===== src/rtl/audio_slot_rx_pkg.sv =====
package audio_slot_rx_pkg;

    typedef enum logic [1:0] {
        RX_IDLE  = 2'd0,
        RX_SHIFT = 2'd1,
        RX_DONE  = 2'd2
    } rx_state_e;

endpackage


===== src/rtl/slot_rx_ctrl.sv =====
module slot_rx_ctrl
    import audio_slot_rx_pkg::*;
#(
    parameter int SAMPLE_W = 16
) (
    input  logic clk_i,
    input  logic rst_ni,
    input  logic tick_i,
    input  logic sync_i,
    output logic shift_en_o,
    output logic word_done_o,
    output logic valid_o
);

    localparam int CNT_W = $clog2(SAMPLE_W);
    localparam logic [CNT_W-1:0] LAST_IDX = CNT_W'(SAMPLE_W - 1);

    rx_state_e        state_q, state_d;
    logic [CNT_W-1:0] cnt_q;
    logic             arm;

    // output process
    always_comb begin
        arm         = tick_i && sync_i;
        shift_en_o  = tick_i && !sync_i && (state_q == RX_SHIFT);
        word_done_o = shift_en_o && (cnt_q == '0);
        valid_o     = (state_q == RX_DONE);
    end

    // next-state process
    always_comb begin
        state_d = state_q;
        unique case (state_q)
            RX_IDLE:  state_d = RX_IDLE;
            RX_SHIFT: if (word_done_o) state_d = RX_DONE;
            RX_DONE:  state_d = RX_IDLE;
            default:  state_d = RX_IDLE;
        endcase
        if (arm) state_d = RX_SHIFT;
    end

    // state register
    always_ff @(posedge clk_i or negedge rst_ni) begin
        if (!rst_ni) state_q <= RX_IDLE;
        else         state_q <= state_d;
    end

    // bit counter: counts down from the top bit index
    always_ff @(posedge clk_i or negedge rst_ni) begin
        if (!rst_ni)         cnt_q <= '0;
        else if (arm)        cnt_q <= LAST_IDX;
        else if (shift_en_o) cnt_q <= cnt_q - 1'b1;
    end


    valid_one_cycle_chk: assert property (@(posedge clk_i) disable iff (!rst_ni)
        valid_o |=> !valid_o);


    valid_follows_tick_chk: assert property (@(posedge clk_i) disable iff (!rst_ni)
        valid_o |-> $past(tick_i));


    idle_stays_idle_chk: assert property (@(posedge clk_i) disable iff (!rst_ni)
        (state_q == RX_IDLE && !(tick_i && sync_i)) |=> (state_q == RX_IDLE));


    sync_rearms_chk: assert property (@(posedge clk_i) disable iff (!rst_ni)
        (tick_i && sync_i) |=> (state_q == RX_SHIFT && cnt_q == LAST_IDX));


    no_tick_hold_chk: assert property (@(posedge clk_i) disable iff (!rst_ni)
        (!tick_i && state_q == RX_SHIFT) |=> (state_q == RX_SHIFT && $stable(cnt_q)));

endmodule


===== src/rtl/slot_rx_shift.sv =====
module slot_rx_shift #(
    parameter int SAMPLE_W = 16
) (
    input  logic                clk_i,
    input  logic                rst_ni,
    input  logic                shift_en_i,
    input  logic                load_i,
    input  logic                din_i,
    output logic [SAMPLE_W-1:0] word_o
);

    logic [SAMPLE_W-1:0] sreg_q;
    logic [SAMPLE_W-1:0] word_q;
    logic [SAMPLE_W-1:0] next_sreg;

    assign next_sreg = {sreg_q[SAMPLE_W-2:0], din_i};

    always_ff @(posedge clk_i or negedge rst_ni) begin
        if (!rst_ni)         sreg_q <= '0;
        else if (shift_en_i) sreg_q <= next_sreg;
    end

    always_ff @(posedge clk_i or negedge rst_ni) begin
        if (!rst_ni)     word_q <= '0;
        else if (load_i) word_q <= next_sreg;
    end

    assign word_o = word_q;


    word_hold_chk: assert property (@(posedge clk_i) disable iff (!rst_ni)
        !load_i |=> $stable(word_o));

endmodule


===== src/rtl/audio_slot_rx.sv =====
module audio_slot_rx #(
    parameter int SAMPLE_W = 16
) (
    input  logic                clk_i,
    input  logic                rst_ni,
    input  logic                bit_tick_i,
    input  logic                frame_sync_i,
    input  logic                ser_data_i,
    output logic [SAMPLE_W-1:0] sample_o,
    output logic                sample_valid_o
);

    logic shift_en;
    logic word_done;

    slot_rx_ctrl #(.SAMPLE_W(SAMPLE_W)) u_ctrl (
        .clk_i       (clk_i),
        .rst_ni      (rst_ni),
        .tick_i      (bit_tick_i),
        .sync_i      (frame_sync_i),
        .shift_en_o  (shift_en),
        .word_done_o (word_done),
        .valid_o     (sample_valid_o)
    );

    slot_rx_shift #(.SAMPLE_W(SAMPLE_W)) u_shift (
        .clk_i      (clk_i),
        .rst_ni     (rst_ni),
        .shift_en_i (shift_en),
        .load_i     (word_done),
        .din_i      (ser_data_i),
        .word_o     (sample_o)
    );


    data_moves_with_valid_chk: assert property (@(posedge clk_i) disable iff (!rst_ni)
        !$stable(sample_o) |-> sample_valid_o);


    always @(negedge clk_i) begin
        if (!rst_ni) begin
            reset_outputs_chk: assert (sample_o == '0 && !sample_valid_o);
        end
    end

endmodule


===== config.mk =====
export PLATFORM = sky130hd
export DESIGN_NAME = audio_slot_rx
export DESIGN_NICKNAME = d
export VERILOG_FILES = /design/src/rtl/audio_slot_rx_pkg.sv /design/src/rtl/slot_rx_ctrl.sv /design/src/rtl/slot_rx_shift.sv /design/src/rtl/audio_slot_rx.sv
export SDC_FILE = /design/constraint.sdc
export NUM_CORES = 1
export LEC_CHECK = 0
export BUFFER_PORTS_ARGS = -buffer_cell sky130_fd_sc_hd__clkbuf_2
export CAP_MARGIN = 25
export CORE_MARGIN = 2
export CORE_UTILIZATION = 38
export CTS_CLUSTER_SIZE = 25
export DETAILED_ROUTE_END_ITERATION = 7
export SYNTH_ARGS = -nofsm -noshare
export SYNTH_HDL_FRONTEND = slang
export SYNTH_HIERARCHICAL = 1
export SYNTH_SLANG_ARGS = --single-unit

===== constraint.sdc =====
create_clock -name clk_i -period 2.35 [get_ports clk_i]
set_input_delay 0.3525 -clock clk_i [delete_from_list [all_inputs] [get_ports clk_i]]
set_output_delay 0.3525 -clock clk_i [all_outputs]
set_load 0.02 [all_outputs]

==> results.cfg <==
[cts]
cts_root_buf = clkbuf_8
numCtsBuffers = 5
cts_resized = 0
cts-hold-fix-buffers = 0
path_clk_slew_ns = 0.08
cts_tree = built
cts_setup_buffers = 0
clk_latency_ns = 0.29
clk_path_buf_depth = 2
cts_max_level = 2
cts_sinks = 37

[synthesis]
syn_nets = 101
synth.top_cell.area_share = 0.584
ys_ff_latch = 37
synth_ff_type = dfrtp_1
syn_inst = 94
avgSynthCellArea_um2 = 16.9
netlist_top_cells_area = dfrtp_1 (58%), mux2_4 (19%), mux2_2 (7.8%)
ys_async_sr_fraction = 1.00
ys_seq_area_frac = 0.584
synth_edf_count = 0
synth.distinct_cells = 22
ys_warn_count = 6
synth_area_um2 = 1590
synth_area_leader_cell = dfrtp_1

[sta]
rsz0062_at_grt = false
setup_violations = 0
finClkSkew_ns = 0.00848
max_slew_margin = 0.396
worst_pin_slew_ns = 0.907
maxSlewViolCount = 0
setup_tns_ns = 0
fmax_ghz = 0.604
period_needed_ns = 1.66
worst_slack_ns = 0.694
fin_crit_sh = 0.705
final-hold-violation-count = 0

[global_routing]
grtUsageMet3 = 0.0617
grt_pass1_vias = 841
grt_antenna_before_repair = 0
use_met1 = 0.151
grt_max_degree = 38
grt_usage = 0.125
gr-usage-met2 = 0.191
grt_pass1_wl_um = 4100
top_usage_layer = met2
overflow = 0

[placement]
placed_cell_area_um2 = 1690
place_congestion = 0.735
io_buffers = 21
dpl_worst_slack_ns = 0.630
dp_hpwl_um = 1600

[routing]
viasPerCell = 4.83
vias = 817
ant_nets = 0
avgRoutedWirePerCell_um = 14.6
drc = 0
dr.first_iter.drc_count = 26
totalWireLength_um = 2470
dr.pass1.iters = 4

[floorplanning]
die_h_um = 68.6
die_w_um = 68.6
start_util = 0.396
core_area_um2 = 4000
dieArea_um2 = 4700
io_pins = 22
rows = 23

[finish]
syn_to_final_growth_pct = 11.8
final_common_cell = dfrtp_1
layout_common_cells = dfrtp_1 (37), clkbuf_2 (21), mux2_4 (20)
fill_cells = 363
insertedDiodeCount = 0
layout-drive-gt1-share = 0.538
fin_area_um2 = 1770
post-route-util = 0.443
nets = 125

[pwr]
power_frac_comb = 0.149
p_sw_mw = 0.385
clkPwrFrac = 0.284
netSwitchingFraction = 0.256
power_mw = 1.51
p_seq_frac = 0.567
p_int_mw = 1.12
power_density_nw_per_um2 = 849
ir_drop_mv = 0.433
p_leak_nw = 0.882

[setup_path]
critical_path_peak_fanout = 17
cpMaxStageDelayCell = and4bb_4
regToRegSetupSlack_ns = 0.69
critPathLaunchType = flop
path_cells = inv_1 > ha_1 > and4bb_4 > mux2_2
slowest_delay_ns = 0.49
critPathKind = flop to flop
required_ns = 2.52
end_kind = flop
arrival_ns = 1.83

[hold_path]
hold_path_class = input pin to async pin

[outcome]
status = complete, no violations

[run]
timing.max_cap.violations = 0
-- power by group through the flow --
stage                     sequential [mW]  combinational (mW)  clock, mW
after CTS                           0.857               0.227      0.447
after detailed placement            0.867               0.226          0
after global routing                0.876               0.244      0.484
after global placement              0.859               0.218          0
after floorplan                     0.835               0.198          0
final                               0.854               0.224      0.428
-- metal layers --
layer | vias to the layer above | part of all wire
li1 | 377 | -
met1 | 418 | 0.45
met2 | 20 | 0.49
met3 | 2 | 0.056
met4 | 0 | 0.0032
met5 | - | 0
-- sequential cells by signal (all words and copies together) (netlist names) --
register,count
u_shift/word_o,16
u_shift/sreg_q,15
u_ctrl/state_q,2
u_ctrl/cnt_q,4
-- path summary, 6_finish.rpt --
check | startpoint | endpoint | cells past startpoint
setup / recovery | u_ctrl/cnt_q[0] | u_shift/word_o[2] | 4
hold / removal | rst_ni | u_shift/sreg_q[8] | 1
setup reg to reg | u_ctrl/cnt_q[0] | u_shift/word_o[2] | 4
hold reg to reg | u_shift/sreg_q[14] | u_shift/word_o[15] | 1
max in group asynchronous | rst_ni | u_shift/sreg_q[0] | 1
min in group clk_i | ser_data_i | u_shift/word_o[0] | 2
-- cells in the mapped netlist, types with 2 or more instances --
cell / instances
nand2b_1: 2
mux2_4: 20
inv_1: 2
buf_12: 2
buf_6: 3
ha_1: 2
dfrtp_1: 37
nand2_1: 2
mux2_2: 11
-- per-stage QoR --
stage	hold WS, ns	std cells
after floorplan	0.0569	94
after global placement	0.486	161
after detailed placement	0.495	161
after CTS	0.215	169
after global routing	0.240	169
final	0.178	169
-- logic make-up after synthesis --
group,share of synthesized area
compound gates,0.0260
xor+xnor,0.00553
fa+ha+maj,0.0158
buf+inv,0.0513
flops,0.584
mux,0.268
simple gates,0.0497
-- final cells by class --
class	instances	area, um2	share of cell area
sequential	37	926	0.522
timing repair buffer	22	113	0.0635
inverter	2	7.51	0.00423
clock buffer	5	68.8	0.0388
tap	50	62.6	0.0353
multi-input combinational	50	578	0.326
clock inverter	3	17.5	0.00988
-- critical path, delay by kind of cell (launching register included) --
| family | cells | cell delay [ns] |
|---|---|---|
| adder cells (fa/ha/maj) | 1 | 0.17 |
| buffers and inverters | 1 | 0.09 |
| flip-flops | 1 | 0.41 |
| multiplexers | 1 | 0.38 |
| AND/OR/NAND/NOR | 1 | 0.49 |
No activity file was read; power rests on OpenSTA's default activity.
